$ cat config.mk
export PLATFORM = sky130hd
export DESIGN_NAME = alu_sliced_core
export DESIGN_NICKNAME = d
export VERILOG_FILES = /design/src/rtl/alu_slice_pkg.sv /design/src/rtl/alu_ctl_decode.sv /design/src/rtl/alu_bit_slice.sv /design/src/rtl/alu_result_mux.sv /design/src/rtl/alu_flag_unit.sv /design/src/rtl/alu_sliced_core.sv
export SDC_FILE = /design/constraint.sdc
export NUM_CORES = 1
export LEC_CHECK = 0
export ABC_AREA = 1
export CORE_ASPECT_RATIO = 0.7
export CORE_MARGIN = 3
export CORE_UTILIZATION = 28
export DETAILED_ROUTE_END_ITERATION = 8
export PLACE_DENSITY_LB_ADDON = 0.1
export SLEW_MARGIN = 20
export SYNTH_ARGS = -nofsm -noshare
export SYNTH_HDL_FRONTEND = slang
export SYNTH_SLANG_ARGS = --single-unit
$ cat constraint.sdc
create_clock -name vclk -period 35
set_input_delay 10.5 -clock vclk [all_inputs]
set_output_delay 10.5 -clock vclk [all_outputs]
set_load 0.03 [all_outputs]
$ cat src/rtl/alu_slice_pkg.sv
package alu_slice_pkg;

  // Per-bit result choice made by the shared result multiplexer
  typedef enum logic [1:0] {
    SEL_AND  = 2'b00,
    SEL_OR   = 2'b01,
    SEL_SUM  = 2'b10,
    SEL_LESS = 2'b11
  } slice_sel_e;

  localparam int CTL_W = 3;

  // Control word = {invert_b, function select}
  localparam logic [CTL_W-1:0] CTL_AND = 3'b000;
  localparam logic [CTL_W-1:0] CTL_OR  = 3'b001;
  localparam logic [CTL_W-1:0] CTL_ADD = 3'b010;
  localparam logic [CTL_W-1:0] CTL_SUB = 3'b110;
  localparam logic [CTL_W-1:0] CTL_SLT = 3'b111;

endpackage

$ cat src/rtl/alu_ctl_decode.sv
module alu_ctl_decode
  import alu_slice_pkg::*;
(
  input  logic [CTL_W-1:0] ctl_word,
  output logic             b_invert,
  output logic             carry_seed,
  output slice_sel_e       res_sel,
  output logic             code_valid,
  output logic             arith_op
);

  always_comb begin
    b_invert   = 1'b0;
    carry_seed = 1'b0;
    res_sel    = SEL_AND;
    code_valid = 1'b0;
    arith_op   = 1'b0;
    case (ctl_word)
      CTL_AND: begin
        res_sel    = SEL_AND;
        code_valid = 1'b1;
      end
      CTL_OR: begin
        res_sel    = SEL_OR;
        code_valid = 1'b1;
      end
      CTL_ADD: begin
        res_sel    = SEL_SUM;
        code_valid = 1'b1;
        arith_op   = 1'b1;
      end
      CTL_SUB: begin
        b_invert   = 1'b1;
        carry_seed = 1'b1;
        res_sel    = SEL_SUM;
        code_valid = 1'b1;
        arith_op   = 1'b1;
      end
      CTL_SLT: begin
        b_invert   = 1'b1;
        carry_seed = 1'b1;
        res_sel    = SEL_LESS;
        code_valid = 1'b1;
      end
      default: begin
        code_valid = 1'b0;
      end
    endcase
  end

endmodule

$ cat src/rtl/alu_bit_slice.sv
module alu_bit_slice (
  input  logic a_bit,
  input  logic b_bit,
  input  logic b_invert,
  input  logic carry_in,
  output logic and_bit,
  output logic or_bit,
  output logic sum_bit,
  output logic carry_out
);

  logic b_eff;
  logic half_sum;

  always_comb begin
    b_eff     = b_bit ^ b_invert;
    half_sum  = a_bit ^ b_eff;
    and_bit   = a_bit & b_eff;
    or_bit    = a_bit | b_eff;
    sum_bit   = half_sum ^ carry_in;
    carry_out = (a_bit & b_eff) | (half_sum & carry_in);
  end

endmodule

$ cat src/rtl/alu_result_mux.sv
module alu_result_mux
  import alu_slice_pkg::*;
#(
  parameter int WIDTH = 32
) (
  input  logic [WIDTH-1:0] and_vec,
  input  logic [WIDTH-1:0] or_vec,
  input  logic [WIDTH-1:0] sum_vec,
  input  logic             set_bit,
  input  slice_sel_e       res_sel,
  input  logic             code_valid,
  output logic [WIDTH-1:0] result
);

  for (genvar i = 0; i < WIDTH; i++) begin : g_bit
    logic less_in;
    logic picked;

    if (i == 0) begin : g_lsb
      assign less_in = set_bit;
    end else begin : g_upper
      assign less_in = 1'b0;
    end

    always_comb begin
      case (res_sel)
        SEL_AND:  picked = and_vec[i];
        SEL_OR:   picked = or_vec[i];
        SEL_SUM:  picked = sum_vec[i];
        default:  picked = less_in;
      endcase
    end

    assign result[i] = picked & code_valid;
  end

endmodule

$ cat src/rtl/alu_flag_unit.sv
module alu_flag_unit #(
  parameter int WIDTH = 32
) (
  input  logic [WIDTH-1:0] result,
  input  logic             msb_carry_in,
  input  logic             msb_carry_out,
  input  logic             msb_sum,
  input  logic             arith_op,
  output logic             zero_flag,
  output logic             ovf_flag,
  output logic             set_bit
);

  logic ovf_raw;

  always_comb begin
    ovf_raw   = msb_carry_in ^ msb_carry_out;
    set_bit   = msb_sum ^ ovf_raw;
    ovf_flag  = ovf_raw & arith_op;
    zero_flag = ~(|result);
  end

endmodule

$ cat src/rtl/alu_sliced_core.sv
module alu_sliced_core
  import alu_slice_pkg::*;
#(
  parameter int WIDTH = 32
) (
  input  logic [WIDTH-1:0] opnd_a,
  input  logic [WIDTH-1:0] opnd_b,
  input  logic [CTL_W-1:0] alu_ctl,
  output logic [WIDTH-1:0] alu_out,
  output logic             zero_flag,
  output logic             ovf_flag
);

  localparam int MSB = WIDTH - 1;

  logic       b_invert;
  logic       carry_seed;
  slice_sel_e res_sel;
  logic       code_valid;
  logic       arith_op;
  logic       set_bit;

  logic [WIDTH-1:0] and_vec;
  logic [WIDTH-1:0] or_vec;
  logic [WIDTH-1:0] sum_vec;
  logic             carry_chain [WIDTH+1];

  alu_ctl_decode u_decode (
    .ctl_word   (alu_ctl),
    .b_invert   (b_invert),
    .carry_seed (carry_seed),
    .res_sel    (res_sel),
    .code_valid (code_valid),
    .arith_op   (arith_op)
  );

  assign carry_chain[0] = carry_seed;

  for (genvar i = 0; i < WIDTH; i++) begin : g_slice
    alu_bit_slice u_slice (
      .a_bit     (opnd_a[i]),
      .b_bit     (opnd_b[i]),
      .b_invert  (b_invert),
      .carry_in  (carry_chain[i]),
      .and_bit   (and_vec[i]),
      .or_bit    (or_vec[i]),
      .sum_bit   (sum_vec[i]),
      .carry_out (carry_chain[i+1])
    );
  end

  alu_flag_unit #(.WIDTH(WIDTH)) u_flags (
    .result        (alu_out),
    .msb_carry_in  (carry_chain[MSB]),
    .msb_carry_out (carry_chain[WIDTH]),
    .msb_sum       (sum_vec[MSB]),
    .arith_op      (arith_op),
    .zero_flag     (zero_flag),
    .ovf_flag      (ovf_flag),
    .set_bit       (set_bit)
  );

  alu_result_mux #(.WIDTH(WIDTH)) u_mux (
    .and_vec    (and_vec),
    .or_vec     (or_vec),
    .sum_vec    (sum_vec),
    .set_bit    (set_bit),
    .res_sel    (res_sel),
    .code_valid (code_valid),
    .result     (alu_out)
  );

endmodule

== Word-level counts from Yosys, hierarchy flattened ==
Cells that the tools add are included.
W data, S select, Z words.

* Bits in registers: 0
* Latch bits: 0
* Bits in writable memories: 0
* Bits in read-only memories: 0
* Bits of input ports: 67
* Output and inout port bits: 34
* Word-level logic and storage cells: 308
* Memories kept: 0

* $add $sub $neg: 0
* Multipliers: 0
* Div/mod/pow operators: 0
* Magnitude comparators: 0
* Equal/unequal tests: 6
* Shift operators: 0
* Multiplexer cells: 36
* Bitwise gates (word level): 260
* Reductions and logical operators: 6

{| class="wikitable"
|+ Operators with widths
! cell !! number
|-
| $xor A1 B1 Y1 || 98
|-
| $and A1 B1 Y1 || 97
|-
| $pmux W1 S3 || 32
|-
| $or A1 B1 Y1 || 64
|-
| $reduce_or A32 Y1 || 1
|-
| $eq A3 B3 Y1 const B || 2
|-
| $pmux W2 S3 || 1
|-
| $reduce_or A5 Y1 || 1
|-
| $reduce_or A2 Y1 || 2
|-
| $eq A3 B1 Y1 const B || 1
|-
| $eq A3 B2 Y1 const B || 1
|-
| $logic_not A3 Y1 || 1
|-
| $mux W1 || 3
|-
| $eq A2 B1 Y1 const B || 1
|-
| $eq A2 B2 Y1 const B || 1
|-
| $logic_not A2 Y1 || 1
|-
| $not A1 Y1 || 1
|}

== Depth between registers and ports, before layout ==
Gate-level depths: netlist of run 1.

* Word-level depth: 75
* Gate-level depth with buffers: 45
* Depth with buffers taken out: 44

== Modules after synthesis ==
A second synthesis of run 1 with hierarchy kept.

* Cell total of the unflattened synthesis: 778
* Area total of the unflattened synthesis: 4290.4 µm²

{| class="wikitable"
|+ By module, submodules not included
! module !! instances !! cells an instance !! area each (µm²) !! sequential area each (µm²)
|-
| alu_bit_slice || 32 || 16 || 93.8 || 0.0
|-
| alu_result_mux || 1 || 217 || 1086.0 || 0.0
|-
| alu_flag_unit || 1 || 35 || 141.4 || 0.0
|-
| alu_ctl_decode || 1 || 14 || 60.1 || 0.0
|}

== Least setup slack after synthesis of run 1 ==
No wires, ideal clock.

* Path kind: input to output
* Start point: in alu_ctl[1]
* End point: out zero_flag
* Arrival time: 23.889 ns
* Required time: 24.500 ns
* Slack: 0.611 ns
* Stages: 45
* Buffers on the path: 1
* Path through: nand2_1 -> buf_2 -> inv_1 -> mux2i_1 -> inv_1 -> fa_1 -> fa_1 -> fa_1 -> fa_1 -> fa_1 -> fa_1 -> fa_1 -> fa_1 -> fa_1 -> fa_1 -> fa_1 -> fa_1 -> fa_1 -> [... 9 more ...] -> fa_1 -> fa_1 -> fa_1 -> fa_1 -> fa_1 -> fa_1 -> fa_1 -> fa_1 -> fa_1 -> nand2_1 -> o21ai_1 -> inv_2 -> nand2_1 -> o21ai_1 -> nand2_1 -> nor2_1 -> nand2_1 -> nor2_1

* Longest elaborated chain between the ends: 75
* Elaborated cells between the ends (all ways): 306
* Classes of those cells: eq/ne: 6; mux: 35; bitwise: 259; reduce/logical: 6

{| class="wikitable"
|+ RTL lines
! item !! RTL line !! RTL
|-
| from (decl) || alu_sliced_core.sv:8 || <nowiki>input logic [CTL_W-1:0] alu_ctl,</nowiki>
|-
| $eq A3 B3 Y1 || alu_ctl_decode.sv:18 || <nowiki>case (ctl_word)</nowiki>
|-
| $reduce_or A2 Y1 (no line) || n/a ||
|-
| $mux W1 || alu_ctl_decode.sv:18 ||
|-
| $xor A1 B1 Y1 || alu_bit_slice.sv:16 || <nowiki>b_eff = b_bit ^ b_invert;</nowiki>
|-
| $xor A1 B1 Y1 || alu_bit_slice.sv:17 || <nowiki>half_sum = a_bit ^ b_eff;</nowiki>
|-
| $and A1 B1 Y1 || alu_bit_slice.sv:21 || <nowiki>carry_out = (a_bit & b_eff) | (half_sum & carry_in);</nowiki>
|-
| $or A1 B1 Y1 || alu_bit_slice.sv:21 ||
|-
| $and A1 B1 Y1 || alu_bit_slice.sv:21 ||
|-
| [... 59 more ...] || n/a ||
|-
| $and A1 B1 Y1 || alu_bit_slice.sv:21 ||
|-
| $or A1 B1 Y1 || alu_bit_slice.sv:21 ||
|-
| $xor A1 B1 Y1 || alu_flag_unit.sv:17 || <nowiki>ovf_raw = msb_carry_in ^ msb_carry_out;</nowiki>
|-
| $xor A1 B1 Y1 || alu_flag_unit.sv:18 || <nowiki>set_bit = msb_sum ^ ovf_raw;</nowiki>
|-
| $pmux W1 S3 || alu_result_mux.sv:26 || <nowiki>case (res_sel)</nowiki>
|-
| $and A1 B1 Y1 || alu_result_mux.sv:34 || <nowiki>assign result[i] = picked & code_valid;</nowiki>
|-
| $reduce_or A32 Y1 * || alu_flag_unit.sv:20 || <nowiki>zero_flag = ~(|result);</nowiki>
|-
| $not A1 Y1 * || alu_flag_unit.sv:20 ||
|-
| to (decl) || alu_sliced_core.sv:10 || <nowiki>output logic zero_flag,</nowiki>
|}

Mark *: on every way between the ends. The rest lies on a longest branch, timed or not.

== Worst setup path in the final report of run 1 ==
* Start point: in alu_ctl[2]
* End point: out zero_flag

Same word-level chain as after synthesis.

==> summary.md, run 1 <==
## Cells and area
• **flip-flop and latch count** 0
• **Register Area** 0 um^2
• **Layout Utilization** 40.08%
• **filler cell count in the final layout** 1197
• **final std cell area, no fill** 0.004493 mm^2
• **clock buffer count in the final layout** 0
• **Total Nets Final** 741
• **area grow syn2layout** 37.01%
• **layout cell share with drive strength beyond 1** 9.343%
• **Antenna Diode Count** 0

## Die
• **core area** 0.01121 mm^2
• **Row Count** 32
• **I/O pins** 101
• **Initial Util** 29.25%
• **DIE HEIGHT** 96.55 um
• **horizontal die dimension** 135.4 um
• **area of the die** 0.01307 mm^2

## Worst setup path
• **most frequent CP cell** sky130_fd_sc_hd__fa_1
• **critical path capture point type** output pin
• **CP max stage cell** sky130_fd_sc_hd__clkdlybuf4s50_1
• **cell depth of the worst setup path** 46
• **Crit path max-delay family** adder cells
• **total buffers and inverters traversed by the critical path** 5
• **biggest fanout along the worst timing path** 4
• **critical path start-end classification** in2out
• **delay of the slowest cell on the worst path** 0.44 ns
• **worst endpoint required time** 24.50 ns
• **Arr. time, crit path** 23.92 ns
• **Critical Path Source Type** primary input

## Route
• **DRT antenna net count** 0
• **DR WL/cell** 13.29 um
• **Vias** 3157
• **vias per cell** 4.319
• **routed wire length** 9715 um
• **Starting DRT DRC Count** 121
• **Pre-antenna DRT Iters** 4
• **number of DRC violations after detailed routing** 0

## Global route
• **largest net degree at the start of global routing** 44
• **met3 Resource Use GR** 1.449%
• **total grt overflow** 0
• **antenna violations before repair** 0
• **met2 Usage GRT** 26.24%
• **layer with the highest usage after global routing** met2
• **GRT Total Usage** 14.82%
• **via count of the first global-routing pass** 3178
• **GR Layer Usage met1** 20.74%
• **global-route wire length before repair** 15670 um

## Synth
• **synthesized area per cell** 6.748 um^2
• **Yosys cell types** 24
• **post-synthesis instance area** 0.003279 mm^2
• **sequential fraction of the synthesis area** 0%
• **Cells after Synth** 486
• **Mapped Nets** 647
• **total of warnings raised by yosys** 0

## STA
• **highest clock frequency the design can meet** 29.05 MHz
• **worst hold margin** 21.95 ns
• **worst slew margin relative to its limit** 38.97%
• **Final setup violation count** 0
• **Period Utilization, post-route** 98.35%
• **shortest clock period the worst path allows after layout** 34.42 ns
• **count of endpoints failing hold in the final timing report** 0
• **worst-margin pin slew** 0.9123 ns
• **Max Slew Vio Count** 0

## Power and ir drop
• **part of the power in combinational logic** 100.0%
• **part of the power in the clock network** 0%
• **worst voltage drop across the vdd grid** 0.006431 mV
• **PwrDens** 17.54 mW/mm^2
• **P_leak** 2.327 nW
• **Internal Power** 0.03349 mW
• **Switching Share** 57.51%
• **Net Switching** 0.04533 mW
• **register share of total power** 0%

## Placed design
• **post-detailed-placement cell area** 0.004443 mm^2
• **HPWL Detailed** 7524 um
• **routability congestion estimate from global placement** 0.8270
• **buffers added on ports** 101

## Flow run
• **count of max-cap constraint violations** 0

## Outcome
• **status** complete, no violations

## Worst hold path
• **WHS Path Cells** 6
• **class of the tightest hold or removal check** in2out

## power groups by stage
stage | registers (mW) | logic (mW) | clock network [mW]
finish | 0 | 0.0788 | 0
global route | 0 | 0.0901 | 0
CTS | 0 | 0.0790 | 0
detailed placement | 0 | 0.0786 | 0
global placement | 0 | 0.0780 | 0
floorplan | 0 | 0.0489 | 0
## Yosys cell counts
cell                       number  area share (%)
sky130_fd_sc_hd__xnor2_1       32             8.5
sky130_fd_sc_hd__inv_2         13             1.5
sky130_fd_sc_hd__o21ai_0        3            0.46
sky130_fd_sc_hd__o21ai_2        2            0.53
sky130_fd_sc_hd__nor2_4         1            0.34
sky130_fd_sc_hd__o21ai_1       20             3.1
sky130_fd_sc_hd__buf_2         12             1.8
sky130_fd_sc_hd__clkbuf_1       4            0.46
sky130_fd_sc_hd__nand2_1      104              12
sky130_fd_sc_hd__nor2_1        13             1.5
sky130_fd_sc_hd__inv_1         98              11
sky130_fd_sc_hd__buf_6          1            0.34
sky130_fd_sc_hd__ha_1          62              24
sky130_fd_sc_hd__a21oi_1       26             4.0
sky130_fd_sc_hd__mux2i_1        1            0.31
sky130_fd_sc_hd__clkinv_1       1            0.11
sky130_fd_sc_hd__nand2_2        1            0.19
sky130_fd_sc_hd__buf_4          2            0.46
sky130_fd_sc_hd__a21oi_2        1            0.27
sky130_fd_sc_hd__nand3b_1      15             3.4
sky130_fd_sc_hd__buf_1          2            0.23
sky130_fd_sc_hd__nand3_1       38             5.8
sky130_fd_sc_hd__fa_1          32              20
sky130_fd_sc_hd__nor2_2         2            0.38
## routing by layer
| layer | part of all wire (%) | up-vias |
|---|---|---|
| met4 | 0.25 | 0 |
| met1 | 49 | 1463 |
| met5 | 0 | - |
| met2 | 46 | 65 |
| li1 | - | 1627 |
| met3 | 4.5 | 2 |
## tightest hold or removal path: cells and delay by family
family	cells	cell delay [ns]
AOI/OAI and AO/OA	2	0.20
buffers and inverters	2	0.61
and+or+nand+nor	2	0.14
## area by class of cell
class / count / area, um^2 / area share, %
Inverter: 112 / 420.4 / 9.357
Multi-Input combinational cell: 353 / 2795 / 62.21
Tap cell: 153 / 191.4 / 4.261
Timing Repair Buffer: 113 / 1086 / 24.17
## stage by stage
stage                     setup slack (ns)   TNS (ns)  instances  power (mW)
after floorplan                     0.6107          0        486     0.04886
final                               0.5791          0        731     0.07882
after detailed placement           -0.1071    -0.1071        730     0.07857
after global routing             -0.006692  -0.006692        731     0.09010
after global placement             0.02595          0        730     0.07800
after CTS                          0.04041          0        730     0.07904
## timing repair
item                       4_1_cts  5_1_grt
setup buffers                    0        1
gates resized for setup          3       12
setup endpoints to repair        1        2
hold buffers                     0        0
pin swaps                        0        2
## cells by family (layout without fill, tap and decap cells)
family | after synthesis | in the layout | synth area share [%]
adder cells (fa/ha/maj) | 94 | 94 | 43.19
multiplexers | 1 | 1 | 0.3052
AO/OA/AOI/OAI | 52 | 52 | 8.279
buffers and inverters | 133 | 225 | 16.14
AND/OR/NAND/NOR | 174 | 174 | 23.54
XOR/XNOR | 32 | 32 | 8.546
## worst paths after layout
kind / slack (ns) / from / to
min: 21.95 / opnd_a[0] / alu_out[0]
max: 0.58 / alu_ctl[2] / zero_flag
## cell usage in the layout (no fill, tap or decap), drive strengths merged
cell type	count
a21oi	27
buf	18
clkdlybuf4s50	95
clkinv	1
fa	32
ha	62
inv	111
mux2i	1
nand2	105
nand3	38
nand3b	15
nor2	16
o21ai	25
xnor2	32
Power figures use the tool's default switching activity.
==> run 2, diff against run 1 <==
Settings changed: SLEW_MARGIN 20 to not set.
==> results of run 2 <==
No change in the layout: final DEF, timing and power equal those of run 1.
